## config.mk

```make
export PLATFORM = sky130hd
export DESIGN_NAME = acc_alu
export DESIGN_NICKNAME = d
export VERILOG_FILES = /design/src/rtl/acc_alu_pkg.sv /design/src/rtl/acc_alu_dec.sv /design/src/rtl/acc_alu_binop.sv /design/src/rtl/acc_alu_unop.sv /design/src/rtl/acc_alu.sv
export SDC_FILE = /design/constraint.sdc
export NUM_CORES = 1
export LEC_CHECK = 0
export ABC_CLOCK_PERIOD_IN_PS = 4400
export BUFFER_PORTS_ARGS = -buffer_cell sky130_fd_sc_hd__buf_2
export CELL_PAD_IN_SITES_DETAIL_PLACEMENT = 0
export CELL_PAD_IN_SITES_GLOBAL_PLACEMENT = 2
export CORE_UTILIZATION = 25
export DETAILED_ROUTE_END_ITERATION = 8
export GPL_TIMING_DRIVEN = 0
export MAX_ROUTING_LAYER = met4
export PLACE_DENSITY = 0.66
export SYNTH_ARGS = -nofsm -noshare
export SYNTH_HDL_FRONTEND = slang
export SYNTH_SLANG_ARGS = --single-unit
```

## constraint.sdc

```tcl
create_clock -name clk -period 4.4 [get_ports clk]
set_input_delay 0.44 -clock clk [delete_from_list [all_inputs] [get_ports clk]]
set_output_delay 0.44 -clock clk [all_outputs]
set_load 0.05 [all_outputs]
```

## src/rtl/acc_alu_pkg.sv

```systemverilog
package acc_alu_pkg;

    localparam int DW      = 8;
    localparam int FL_Z    = 7;
    localparam int FL_N    = 6;
    localparam int FL_H    = 5;
    localparam int FL_C    = 4;
    localparam int NIB     = DW / 2;

    typedef enum logic [4:0] {
        OP_NONE, OP_ADD, OP_ADC, OP_SUB, OP_SBC, OP_AND, OP_XOR, OP_OR, OP_CP,
        OP_RLC,  OP_RRC, OP_RL,  OP_RR,  OP_DEC, OP_INV, OP_STC, OP_CMC
    } alu_op_e;

    typedef struct packed {
        logic z;
        logic n;
        logic h;
        logic c;
    } flags_t;

    typedef struct packed {
        logic [DW-1:0] acc;
        flags_t        fl;
        logic          we;
    } alu_res_t;

    function automatic flags_t flags_from_byte(input logic [NIB-1:0] hi);
        flags_t f;
        f.z = hi[FL_Z-NIB];
        f.n = hi[FL_N-NIB];
        f.h = hi[FL_H-NIB];
        f.c = hi[FL_C-NIB];
        return f;
    endfunction

    function automatic logic [DW-1:0] flags_to_byte(input flags_t f);
        logic [DW-1:0] b;
        b       = '0;
        b[FL_Z] = f.z;
        b[FL_N] = f.n;
        b[FL_H] = f.h;
        b[FL_C] = f.c;
        return b;
    endfunction

    function automatic logic is_unary(input alu_op_e op);
        return op inside {OP_RLC, OP_RRC, OP_RL, OP_RR, OP_DEC, OP_INV, OP_STC, OP_CMC};
    endfunction

endpackage

```

## src/rtl/acc_alu_dec.sv

```systemverilog
module acc_alu_dec
    import acc_alu_pkg::*;
(
    input  logic [DW-1:0] opcode,
    output alu_op_e       op,
    output logic [2:0]    src
);
    always_comb begin
        op  = OP_NONE;
        src = 3'b000;
        if (opcode[7:6] == 2'b10) begin
            src = opcode[2:0];
            case (opcode[5:3])
                3'd0:    op = OP_ADD;
                3'd1:    op = OP_ADC;
                3'd2:    op = OP_SUB;
                3'd3:    op = OP_SBC;
                3'd4:    op = OP_AND;
                3'd5:    op = OP_XOR;
                3'd6:    op = OP_OR;
                default: op = OP_CP;
            endcase
        end else if (opcode[7:6] == 2'b00 && opcode[2:0] == 3'b111) begin
            case (opcode[5:3])
                3'd0:    op = OP_RLC;
                3'd1:    op = OP_RRC;
                3'd2:    op = OP_RL;
                3'd3:    op = OP_RR;
                3'd4:    op = OP_DEC;
                3'd5:    op = OP_INV;
                3'd6:    op = OP_STC;
                default: op = OP_CMC;
            endcase
        end
    end
endmodule

```

## src/rtl/acc_alu_binop.sv

```systemverilog
module acc_alu_binop
    import acc_alu_pkg::*;
(
    input  alu_op_e       op,
    input  logic [DW-1:0] a,
    input  logic [DW-1:0] b,
    input  flags_t        fi,
    output alu_res_t      res
);
    logic          cin;
    logic          sub;
    logic [NIB:0]  lo;
    logic [DW:0]   full;
    logic [DW-1:0] lres;

    always_comb begin
        cin = (op == OP_ADC || op == OP_SBC) ? fi.c : 1'b0;
        sub = (op == OP_SUB || op == OP_SBC || op == OP_CP);
        if (sub) begin
            lo   = {1'b0, a[NIB-1:0]} - {1'b0, b[NIB-1:0]} - {{NIB{1'b0}}, cin};
            full = {1'b0, a} - {1'b0, b} - {{DW{1'b0}}, cin};
        end else begin
            lo   = {1'b0, a[NIB-1:0]} + {1'b0, b[NIB-1:0]} + {{NIB{1'b0}}, cin};
            full = {1'b0, a} + {1'b0, b} + {{DW{1'b0}}, cin};
        end

        case (op)
            OP_AND:  lres = a & b;
            OP_XOR:  lres = a ^ b;
            default: lres = a | b;
        endcase

        res.acc = a;
        res.fl  = fi;
        res.we  = 1'b0;
        case (op)
            OP_ADD, OP_ADC, OP_SUB, OP_SBC, OP_CP: begin
                res.acc  = (op == OP_CP) ? a : full[DW-1:0];
                res.we   = (op != OP_CP);
                res.fl.z = (full[DW-1:0] == '0);
                res.fl.n = sub;
                res.fl.h = lo[NIB];
                res.fl.c = full[DW];
            end
            OP_AND, OP_XOR, OP_OR: begin
                res.acc  = lres;
                res.we   = 1'b1;
                res.fl.z = (lres == '0);
                res.fl.n = 1'b0;
                res.fl.h = (op == OP_AND);
                res.fl.c = 1'b0;
            end
            default: ;
        endcase
    end
endmodule

```

## src/rtl/acc_alu_unop.sv

```systemverilog
module acc_alu_unop
    import acc_alu_pkg::*;
(
    input  alu_op_e       op,
    input  logic [DW-1:0] a,
    input  flags_t        fi,
    output alu_res_t      res
);
    logic          hi_fix;
    logic          lo_fix;
    logic [DW-1:0] corr;
    logic [DW-1:0] dres;

    always_comb begin
        if (!fi.n) begin
            hi_fix = fi.c || (a > 8'h99);
            lo_fix = fi.h || (a[NIB-1:0] > 4'd9);
        end else begin
            hi_fix = fi.c;
            lo_fix = fi.h;
        end
        corr = (hi_fix ? 8'h60 : 8'h00) | (lo_fix ? 8'h06 : 8'h00);
        dres = fi.n ? (a - corr) : (a + corr);

        res.acc = a;
        res.fl  = fi;
        res.we  = 1'b0;
        case (op)
            OP_RLC, OP_RRC, OP_RL, OP_RR: begin
                res.we   = 1'b1;
                res.fl.z = 1'b0;
                res.fl.n = 1'b0;
                res.fl.h = 1'b0;
                case (op)
                    OP_RLC:  begin res.acc = {a[DW-2:0], a[DW-1]}; res.fl.c = a[DW-1]; end
                    OP_RRC:  begin res.acc = {a[0], a[DW-1:1]};    res.fl.c = a[0];    end
                    OP_RL:   begin res.acc = {a[DW-2:0], fi.c};    res.fl.c = a[DW-1]; end
                    default: begin res.acc = {fi.c, a[DW-1:1]};    res.fl.c = a[0];    end
                endcase
            end
            OP_DEC: begin
                res.acc  = dres;
                res.we   = 1'b1;
                res.fl.z = (dres == '0);
                res.fl.h = 1'b0;
                res.fl.c = hi_fix;
            end
            OP_INV: begin
                res.acc  = ~a;
                res.we   = 1'b1;
                res.fl.n = 1'b1;
                res.fl.h = 1'b1;
            end
            OP_STC, OP_CMC: begin
                res.fl.n = 1'b0;
                res.fl.h = 1'b0;
                res.fl.c = (op == OP_STC) ? 1'b1 : ~fi.c;
            end
            default: ;
        endcase
    end
endmodule

```

## src/rtl/acc_alu.sv

```systemverilog
module acc_alu
    import acc_alu_pkg::*;
(
    input  logic          clk,
    input  logic          rst,
    input  logic          in_valid,
    input  logic [7:0]    opcode,
    input  logic [7:0]    acc_in,
    input  logic [7:0]    opnd_in,
    input  logic [7:0]    flags_in,
    output logic          out_valid,
    output logic [7:0]    acc_out,
    output logic [7:0]    flags_out,
    output logic          acc_we,
    output logic [2:0]    src_sel
);
    alu_op_e  op;
    logic [2:0] src;
    flags_t   fl_cur;
    alu_res_t bin_res;
    alu_res_t un_res;
    alu_res_t pick;
    logic     unused_low_flags;

    assign fl_cur           = flags_from_byte(flags_in[DW-1:NIB]);
    assign unused_low_flags = ^flags_in[NIB-1:0];

    acc_alu_dec u_dec (
        .opcode (opcode),
        .op     (op),
        .src    (src)
    );

    acc_alu_binop u_bin (
        .op  (op),
        .a   (acc_in),
        .b   (opnd_in),
        .fi  (fl_cur),
        .res (bin_res)
    );

    acc_alu_unop u_un (
        .op  (op),
        .a   (acc_in),
        .fi  (fl_cur),
        .res (un_res)
    );

    assign pick = is_unary(op) ? un_res : bin_res;

    always_ff @(posedge clk) begin
        if (rst) begin
            out_valid <= 1'b0;
            acc_out   <= '0;
            flags_out <= '0;
            acc_we    <= 1'b0;
            src_sel   <= '0;
        end else begin
            out_valid <= in_valid;
            if (in_valid) begin
                acc_out   <= pick.acc;
                flags_out <= flags_to_byte(pick.fl);
                acc_we    <= pick.we;
                src_sel   <= src;
            end
        end
    end
endmodule

```

==> metrics.md, run 1 <==
| Metric | Value |
|---|---|
| Proportion of power drawn by combinational gates | 56.9% |
| Clock slew at the register clock pins of the worst setup and hold paths | 60 ps |
| Area added between synthesis and finish | 15.9% |
| Worst setup path startpoint | acc_in[1] |
| Quantity of gates resized following cts | 0 |
| Most area-consuming cells after synthesis | ha_1 16%, dfxtp_1 9.9%, nor2_1 4.5% |
| GR Util All Layers | 19.7% |
| First-pass GRT wire length | 21000 um |
| Part of the cycle the worst path needs | 94.4% |
| Count of standard-cell rows | 42 |
| Critical Setup Path Class | in2reg |
| Setup violation total in the final timing report | 0 |
| Global-route congestion overflow total | 0 |
| VDD IR max | 98.2 uV |
| Router iterations before antenna repair | 9 |
| Yosys warning count | 0 |
| Maximum capacitance violations | 0 |
| Run status | finished, violations left |
| Fraction of power consumed by sequential logic | 20.6% |
| Startpoint of the worst-slack reg-to-reg timing path | acc_out[7] |
| Synth Cell Area | 0.00342 sq mm |
| Post-synth EDFFs | 0 |
| Number of inserted diodes | 0 |
| Final HPWL DP | 11000 um |
| Worst Path Arrival | 4340 ps |
| Required time of the worst setup path | 4590 ps |
| IO Count | 56 |
| Fmax achieved | 241 MHz |
| Effective utilization at floorplan | 25.7% |
| Share of flip-flops with an asynchronous set or reset | 0% |
| Synth Flop Type | dfxtp_1 |
| Number of buffers added on ports | 46 |
| Gate count of the mapped netlist | 455 |
| Most common library cell in the layout ignoring fill and taps | buf_2 |
| Wire length after detailed routing | 13200 um |
| Synthesized area per cell | 7.52 sq um |
| Post-DR vias/cell | 5.52 |
| Internal power component | 459 uW |
| DR WL/cell | 19.4 um |
| Classification of the worst-slack hold path | in2reg |
| Antenna violations before repair | 0 |
| Transition time of the tightest slew-check pin | 975 ps |
| Unique masters post-synth | 76 |
| Clock root buffer | clkbuf_16 |
| Cell area after layout | 0.00396 sq mm |
| Lkg Pwr | 0.00177 uW |
| Total die area | 0.0142 sq mm |
| Net load switching power | 385 uW |
| Violation count after the first detailed-route iteration | 236 |
| Depth of the worst hold-timing path | 2 |
| Pin count of the biggest net entering global routing | 11 |
| Minimum clock period after layout | 4160 ps |
| Critical-path maximum fanout | 9 |
| Chip height | 119 um |
| Total placed instance area | 0.00388 sq mm |
| Net Sw Frac | 45.6% |
| RSZ-0062 raised after global routing | false |
| Nature of the critical path startpoint | input port |
| Synth area leader | ha_1 |
| Number of buffers inserted during clock tree synthesis | 3 |
| Number of nets with antenna violations after detailed routing | 0 |
| Power per unit of standard cell area | 213 mW/mm^2 |
| Reg2Reg Setup Slack | 3230 ps |
| CTS tree | built |
| Hold buffer count at CTS | 0 |
| Clock H-tree levels | 1 |
| Routability cong. | 0.855 |
| Commonest cells after routing, fill and taps aside | 55 x buf_2, 43 x ha_1, 41 x nor2_1 |
| Total number of vias | 3769 |
| Buffer count from post-CTS setup fixing | 0 |
| Placeable core region | 0.0133 sq mm |
| Post-layout net count | 590 |
| Post-layout total power | 844 uW |
| Via count of the first global-routing pass | 3700 |
| Number of endpoints with negative hold slack in the final report | 0 |
| CP endpoint | flags_out[7] |
| TritonCTS Sinks | 17 |
| Share of total power in the clock network | 22.5% |
| Max-slew headroom at the worst pin | 34.5% |
| Number of design rule violations left after detail routing | 1 |
| Portion of synthesized cell area occupied by the leading cell type | 15.7% |
| Die Span X | 119 um |
| Ratio of cells with drive above 1 in the final layout | 17.2% |
| Share of synthesized area occupied by flip-flops and latches | 9.95% |
| CP endpoint kind | register |
| Clock Latency Late Sink | 250 ps |
| Terminus of the critical flop-to-flop path | acc_out[7] |
| Violated checks | DRC |
| Final Slew Violations | 0 |
| Final Skew | 0 ps |
| Flops & latches, synth | 17 |
| Number of buffers on the longest clock path | 2 |
| Length in cells of the worst reg-to-reg path | 4 |
## worst max-delay path, cell delays in order
cell	delay, ps
buf_2	150
clkbuf_1	250
o21ai_0	610
o211ai_1	290
a31oi_1	420
ha_1	300
mux2_2	260
ha_1	330
xor2_1	190
or4_1	520
a211oi_1	250
o221ai_1	180
a21oi_1	140
## cell usage after synthesis, drive strengths merged, types with 9 or more instances
library cell	n
ha	43
nor2	41
inv	36
a21oi	28
nand2	27
o21ai	20
dfxtp	17
buf	15
nand3	14
nor3	13
or3	13
a31oi	11
nand4	11
xnor2	11
clkbuf	9
mux2i	9
## power by group through the flow
stage | logic (uW) | registers, uW | clock network, uW
after floorplan | 294 | 218 | 0
after global placement | 480 | 177 | 0
after detailed placement | 477 | 177 | 0
after CTS | 479 | 174 | 194
after global routing | 528 | 175 | 202
final | 481 | 174 | 190
## kinds of logic (layout without fill, tap and decap cells)
family / Yosys count / after routing / share of synthesized area (%)
xor+xnor: 15 / 15 / 3.84
fa+ha+maj: 47 / 47 / 18.1
flops: 17 / 17 / 9.95
mux: 11 / 11 / 3.29
other cells: 1 / 4 / 0.110
simple gates: 158 / 158 / 25.1
compound gates: 146 / 146 / 32.1
buf+inv: 60 / 109 / 7.57
## registers in the layout, indices dropped and copies added (netlist names)
signal and count:
acc_we 1, out_valid 1, acc_out 8, flags_out 4
src_sel 3
## metrics by stage
step | setup TNS (ps) | util, % | cells | worst slack [ps] | hold slack (ps)
2_1_floorplan | 0 | - | 458 | 805 | 516
3_3_place_gp | -238 | 29.2 | 680 | -84.7 | 449
3_5_place_dp | -149 | 29.2 | 680 | -79.7 | 449
4_1_cts | 0 | 29.8 | 684 | 176 | 443
5_1_grt | 0 | 29.8 | 683 | 0.464 | 458
6_report | 0 | 29.8 | 683 | 245 | 451
## worst min path at each step
| stage | start | end |
|---|---|---|
| 3_5_place_dp | src_sel[1] | src_sel[1] |
| 2_1_floorplan | rst | acc_out[5] |
| 5_1_grt | rst | acc_out[5] |
| 3_3_place_gp | src_sel[0] | src_sel[0] |
| 6_report | rst | acc_out[5] |
| 4_1_cts | rst | acc_out[5] |
## routing by layer
metal  track usage [%]  vias to the layer above  part of all wire, %
met5                 -                        -                    0
met4              5.54                        0                  2.6
met3              1.44                       22                  3.9
met2              30.4                      114                   44
met1              27.4                     1815                   49
li1                  -                     1818                    -
## cell type report
| class | instances | area (sq um) |
|---|---|---|
| plain buffers | 23 | 120 |
| clock buffers | 4 | 78.8 |
| fillers | 1468 | 9330 |
| inverters | 36 | 135 |
| multi-input cells | 381 | 2840 |
| flip-flops and latches | 17 | 340 |
| well taps | 176 | 220 |
| repair buffers | 46 | 230 |
(Power assumes the default switching activity.)
==> inputs of run 2 (changes only) <==
--- a/config.mk
+++ b/config.mk
@@ -14,6 +14,7 @@
 export GPL_TIMING_DRIVEN = 0
 export MAX_ROUTING_LAYER = met4
 export PLACE_DENSITY = 0.66
+export RECOVER_POWER = 100
 export SYNTH_ARGS = -nofsm -noshare
 export SYNTH_HDL_FRONTEND = slang
 export SYNTH_SLANG_ARGS = --single-unit
==> run 2 against run 1 <==
Against the previous run: the flow finishes with violations (capacitance limit, slew limit); die area unchanged; critical path depth stayed put; first-iteration DRC count is 3.0% higher; count of clock-buffer cells in the layout stayed put; combinational power is 1% lower; core utilization down 0.35 points; sequential power about the same; sequential share of layout area increased by 0.10 points; clock power about the same; final area down 1.2%; critical path type unchanged; critical endpoint unchanged; largest power group unchanged.
==> metrics.md, run 2 (same netlist as run 1, synthesis figures left out) <==
| Metric | Value |
|---|---|
| Post-layout total power | 840 uW |
| Classification of the worst-slack hold path | reg2reg |
| Number of nets with antenna violations after detailed routing | 0 |
| Met1 usage | 27.4% |
| Cell area after layout | 0.00392 sq mm |
| Highest-utilization routing layer at the global route stage | met2 |
| Router iterations before antenna repair | 4 |
| Maximum capacitance violations | 1 |
| Run status | finished, violations left |
| Worst hold-check slack | 460 ps |
| Number of inserted diodes | 0 |
| Global-route congestion overflow total | 0 |
| Total die area | 0.0142 sq mm |
| Clock Latency Late Sink | 260 ps |
| Most common library cell in the layout ignoring fill and taps | ha_1 |
| Routability cong. | 0.855 |
| Number of buffers inserted during clock tree synthesis | 3 |
| Setup violation total in the final timing report | 0 |
| Number of filler instances in the final layout | 1480 |
| Number of buffers added on ports | 46 |
| Required time of the worst setup path | 4590 ps |
| Clock root buffer | clkbuf_16 |
| Utilization after layout | 29.5% |
| Area added between synthesis and finish | 14.5% |
| Transition time of the tightest slew-check pin | 1600 ps |
| Quantity of gates resized following cts | 0 |
| Total placed instance area | 0.00388 sq mm |
| CTS tree | built |
| Wire length after detailed routing | 13300 um |
| Die Span X | 119 um |
| Lkg Pwr | 0.00169 uW |
| VDD IR max | 100 uV |
| Largest reg by FF count | acc_out |
| Critical Setup Path Class | in2reg |
| Part of the cycle the worst path needs | 94.4% |
| Cell Count, Final, Fillers Out | 683 |
| Met3 track utilization from global routing | 1.44% |
| Placeable core region | 0.0133 sq mm |
| Ratio of cells with drive above 1 in the final layout | 12.6% |
| Final HPWL DP | 11000 um |
| RSZ-0062 raised after global routing | false |
| Gate family responsible for the most delay along the worst path | compound AO/OA/AOI/OAI gates |
| Via count of the first global-routing pass | 3700 |
| Fmax achieved | 241 MHz |
| Global routing usage on met2 | 30.4% |
| Power per unit of standard cell area | 214 mW/mm^2 |
| Number of buffers on the longest clock path | 2 |
| Final Skew | 0 ps |
| CP endpoint kind | register |
| Total area of sequential cells | 340 sq um |
| Commonest cells after routing, fill and taps aside | 43 x ha_1, 41 x nor2_1, 36 x inv_1 |
| Pin count of the biggest net entering global routing | 11 |
| Antenna violations before repair | 0 |
| Total number of vias | 3811 |
| GR Util All Layers | 19.7% |
| Violated checks | capacitance limit, slew limit |
| Most frequent cell on the critical path | ha_1 |
| CP bufs+invs | 2 |
| TritonCTS Sinks | 17 |
| Clock H-tree levels | 1 |
| Buffer count from post-CTS setup fixing | 0 |
| Number of design rule violations left after detail routing | 0 |
| Effective utilization at floorplan | 25.7% |
| Post-layout net count | 590 |
| Clock slew at the register clock pins of the worst setup and hold paths | 60 ps |
| Chip height | 119 um |
| Area of the multi-input gates | 0.00282 sq mm |
| Worst Path Arrival | 4340 ps |
| Hold buffer count at CTS | 0 |
| Count of standard-cell rows | 42 |
| Nature of the critical path startpoint | input port |
| Worst path slowest cell | o21ai_0 |
| Number of endpoints with negative hold slack in the final report | 0 |
| First-pass GRT wire length | 21000 um |
| Final Slew Violations | 8 |
| Violation count after the first detailed-route iteration | 243 |
| Minimum clock period after layout | 4160 ps |
| Top Registers | acc_out x8, flags_out x4, src_sel x3 |
| Highest cell delay on the worst timing path | 620 ps |
| Max-slew headroom at the worst pin | -8.13% |
| Number of flip-flops under the largest register name | 8 |
| IO Count | 56 |
| Critical-path maximum fanout | 9 |
| DR WL/cell | 19.4 um |
| Post-DR vias/cell | 5.58 |
| Cells traversed along the worst timing path | buf_2, clkbuf_1, o21ai_0, o211ai_1, a31oi_1, ha_1, mux2_2, ha_1, xor2_1, or4_1, a211oi_1, o221ai_1, a21oi_1 |
| Placed instance count | 680 |
==> run 2: cell types whose count changed in the layout (fill, tap and decap cells not counted), sizes merged <==
cell / change
clkbuf: +23
buf: -23
==> run 2: path summary, 6_finish.rpt <==
path	from	end	slack (ps)	cells past startpoint
worst max-delay path	acc_in[1]	flags_out[7]	240	13
worst min-delay path	src_sel[1]	src_sel[1]	460	2
worst max register to register	acc_out[7]	acc_out[7]	3220	4
worst min register to register	src_sel[1]	src_sel[1]	460	2
==> run 2: per-stage QoR <==
stage	setup WS [ps]	TNS (ps)
2_1_floorplan	805	0
3_5_place_dp	-79.7	-149
3_3_place_gp	-84.7	-238
4_1_cts	176	0
5_1_grt	2.35	0
6_report	244	0
==> run 2: cell type report <==
type	instances	area share, %
Sequential cell	17	8.69
Inverter	36	3.45
Clock buffer	4	2.01
Buffer	23	3.00
Timing Repair Buffer	46	5.27
Multi-Input combinational cell	381	72.0
Tap cell	176	5.62
==> run 2: power by group <==
group | leakage [uW] | internal (uW) | switching, uW | total, uW
Combinational | 0.00151 | 164 | 310 | 474
Sequential | 0.000140 | 166 | 7.75 | 174
Clock | 0.0000382 | 123 | 68.2 | 192
Total | 0.00169 | 454 | 386 | 840
==> run 2: metal layers <==
layer,wire [um],up-vias
met4,266,0
met2,5950,133
li1,-,1816
met3,595,16
met5,0,-
met1,6460,1846
==> run 2: worst min-delay path, delay by kind of cell (launching register included) <==
family / cells / cell delay, ps
AO/OA/AOI/OAI: 1 / 50
AND/OR/NAND/NOR: 1 / 60
flip-flops: 1 / 300
==> inputs of run 3 (changes only) <==
--- a/config.mk
+++ b/config.mk
@@ -5,15 +5,17 @@
 export SDC_FILE = /design/constraint.sdc
 export NUM_CORES = 1
 export LEC_CHECK = 0
-export ABC_CLOCK_PERIOD_IN_PS = 4400
+export ABC_AREA = 1
+export ABC_CLOCK_PERIOD_IN_PS = 4500
 export BUFFER_PORTS_ARGS = -buffer_cell sky130_fd_sc_hd__buf_2
 export CELL_PAD_IN_SITES_DETAIL_PLACEMENT = 0
 export CELL_PAD_IN_SITES_GLOBAL_PLACEMENT = 2
+export CORE_MARGIN = 2
 export CORE_UTILIZATION = 25
 export DETAILED_ROUTE_END_ITERATION = 8
 export GPL_TIMING_DRIVEN = 0
 export MAX_ROUTING_LAYER = met4
-export PLACE_DENSITY = 0.66
+export PLACE_DENSITY = 0.7
 export RECOVER_POWER = 100
 export SYNTH_ARGS = -nofsm -noshare
 export SYNTH_HDL_FRONTEND = slang
==> constraint.sdc (replaced) <==
create_clock -name clk -period 4.5 [get_ports clk]
set_input_delay 0.45 -clock clk [delete_from_list [all_inputs] [get_ports clk]]
set_output_delay 0.45 -clock clk [all_outputs]
set_load 0.05 [all_outputs]
==> run 3 against run 2 <==
Against the previous run: the flow now finishes without violations; sequential power hardly changed; global-route usage is 3.1 points lower; worst setup slack better by 190 ps; clock power is 9% lower; die area is 9.8% higher; final area is 6.0% higher; first-iteration DRC count is 14% higher.
==> metrics.md, run 3 <==
| Metric | Value |
|---|---|
| Run status | complete, no violations |
| Final HPWL DP | 10600 um |
| Router iterations before antenna repair | 5 |
| End point of the most critical hold path | out_valid |
| CTS tree | built |
| Clock slew at the register clock pins of the worst setup and hold paths | 50 ps |
| Startpoint of the worst-slack reg-to-reg timing path | flags_out[4] |
| Post-layout net count | 724 |
| Part of the cycle the worst path needs | 90.4% |
| Synthesized area per cell | 6.20 sq um |
| Synth Flop Type | dfxtp_1 |
| Reg2Reg Setup Slack | 3840 ps |
| Total die area | 0.0155 sq mm |
| Minimum clock period after layout | 4070 ps |
| Number of filler instances in the final layout | 1692 |
| Wire length after detailed routing | 12700 um |
| Clock root buffer | clkbuf_16 |
| Number of buffers inserted during clock tree synthesis | 3 |
| Buffer count from post-CTS setup fixing | 0 |
| Chip height | 125 um |
| Startpoint of the tightest hold check path | rst |
| GR Util All Layers | 16.6% |
| Placeable core region | 0.0144 sq mm |
| Nature of the critical path startpoint | input port |
| Clock Latency Late Sink | 250 ps |
| Antenna violations before repair | 0 |
| Critical-path maximum fanout | 7 |
| Total number of vias | 3946 |
| TritonCTS Sinks | 17 |
| Number of design rule violations left after detail routing | 0 |
| Flops & latches, synth | 17 |
| Fmax achieved | 246 MHz |
| Top Registers | acc_out x8, flags_out x4, src_sel x3 |
| Unique masters post-synth | 44 |
| Number of flip-flops under the largest register name | 8 |
| Final Skew | 0 ps |
| Maximum capacitance violations | 0 |
| Yosys warning count | 0 |
| Critical Setup Path Class | in2reg |
| Portion of synthesized cell area occupied by the leading cell type | 16.4% |
| Hold buffer count at CTS | 0 |
| Length in cells of the worst reg-to-reg path | 4 |
| Via count of the first global-routing pass | 3899 |
| Utilization after layout | 28.9% |
| Share of flip-flops with an asynchronous set or reset | 0% |
| Cell with the most instances after synthesis | nand2_1 |
| Count of standard-cell rows | 44 |
| Post-DR vias/cell | 4.78 |
| VDD IR max | 147 uV |
| Clock H-tree levels | 1 |
| Synth Cell Area | 0.00364 sq mm |
| Pin count of the biggest net entering global routing | 11 |
| Classification of the worst-slack hold path | in2reg |
| Number of buffers added on ports | 47 |
| Max-slew headroom at the worst pin | 44.4% |
| Placed instance count | 821 |
| Post-synth EDFFs | 0 |
| Largest reg by FF count | acc_out |
| Number of inserted diodes | 0 |
| Gate count of the mapped netlist | 587 |
| Area of the multi-input gates | 0.00286 sq mm |
| Power per unit of standard cell area | 212 mW/mm^2 |
| Top cells by instance count after synthesis | 159 x nand2_1, 75 x inv_1, 49 x a21oi_1, 43 x ha_1, 38 x nand3_1 |
| Ratio of cells with drive above 1 in the final layout | 14.5% |
| Transition time of the tightest slew-check pin | 831 ps |
| Depth of the worst hold-timing path | 2 |
| Worst Path Arrival | 4210 ps |
| Setup violation total in the final timing report | 0 |
| Effective utilization at floorplan | 25.3% |
| Global-route congestion overflow total | 0 |
| Total negative slack for setup checks | 0 ps |
| First-pass GRT wire length | 20500 um |
| IO Count | 56 |
| Cell Count, Final, Fillers Out | 825 |
| Number of buffers on the longest clock path | 2 |
| Most common library cell in the layout ignoring fill and taps | nand2_1 |
| Final Slew Violations | 0 |
| Quantity of gates resized following cts | 0 |
| Required time of the worst setup path | 4640 ps |
| Violation count after the first detailed-route iteration | 278 |
| DR WL/cell | 15.4 um |
| RSZ-0062 raised after global routing | false |
| Terminus of the critical flop-to-flop path | flags_out[4] |
| Number of endpoints with negative hold slack in the final report | 0 |
| Share of synthesized area occupied by flip-flops and latches | 9.35% |
| Post-layout total power | 881 uW |
| Commonest cells after routing, fill and taps aside | 161 x nand2_1, 75 x inv_1, 50 x a21oi_1 |
| Routability cong. | 0.878 |
| Lkg Pwr | 0.00206 uW |
| Most area-consuming cells after synthesis | nand2_1 16%, ha_1 15%, dfxtp_1 9.3% |
| Total area of sequential cells | 340 sq um |
| Area added between synthesis and finish | 14.1% |
| Die Span X | 125 um |
| Synth area leader | nand2_1 |
| Number of nets with antenna violations after detailed routing | 0 |
| CP endpoint kind | register |
==> run 3: changes by cell type after synthesis, sizes merged, moves of 9 or more <==
cell	delta
or3	-13
o21ai	+14
inv	+54
mux2i	-9
nand2	+143
a21oi	+25
nand3	+30
==> run 3: critical path: stages <==
cell      delay (ps)
buf_2            110
inv_1             60
ha_1             260
nor2_8           230
nand3_4          130
nand2_2           70
nand2_1          150
nor3_2           270
nand2_1           80
a21oi_1          230
inv_1             90
fa_1             420
fa_1             470
nand4_1          120
o211ai_1         140
a21o_1           200
a21oi_1          150
xor2_1           100
o21ai_1          210
nand3_1          160
nand2_1           90
inv_1             30
==> run 3: worst max-delay path by stage <==
stage	from	end	slack [ps]	depth (start not counted)
2_1_floorplan	opcode[3]	flags_out[4]	980	21
3_3_place_gp	opcode[3]	flags_out[4]	190	22
3_5_place_dp	opcode[3]	flags_out[4]	210	22
4_1_cts	opcode[3]	flags_out[4]	460	22
5_1_grt	opcode[3]	flags_out[7]	80	24
6_report	opcode[3]	flags_out[4]	430	22
==> run 3: final cells by class <==
cell class              count  share of cell area [%]
well taps                 184                    5.54
clock inverters             1                   0.121
clock buffers               3                    1.81
repair buffers             47                    5.12
multi-input cells         468                    68.8
flip-flops and latches     17                    8.20
plain buffers              14                    2.08
inverters                  91                    8.29
==> run 3: stage by stage <==
stage	hold WS (ps)	instance area (sq um)	worst slack, ps
2_1_floorplan	531	3650	979
5_1_grt	434	4150	83.0
4_1_cts	428	4200	460
3_5_place_dp	456	4120	205
3_3_place_gp	456	4120	195
6_report	427	4150	430
==> run 3: metal layers <==
| metal | vias up | track usage (%) | wire length [um] |
|---|---|---|---|
| met5 | - | - | 0 |
| met4 | 0 | 1.78 | 130 |
| met3 | 10 | 1.37 | 385 |
| met2 | 94 | 27.6 | 5850 |
| met1 | 1815 | 22.7 | 6310 |
| li1 | 2027 | - | - |
==> run 3: cell families after synthesis <==
group | Yosys count | synth area share [%]
and+or+nand+nor | 285 | 39.1
AOI/OAI and AO/OA | 114 | 18.3
buffers and inverters | 105 | 11.9
adders and majority gates | 47 | 17.0
xor gates and xnor gates | 18 | 4.33
DFF | 17 | 9.35
other | 1 | 0.103
==> run 3: report_power, final <==
group | switching (uW) | total [uW] | internal, uW
Combinational | 360 | 534 | 174
Sequential | 6.64 | 172 | 165
Clock | 56.1 | 175 | 119
Total | 423 | 881 | 458
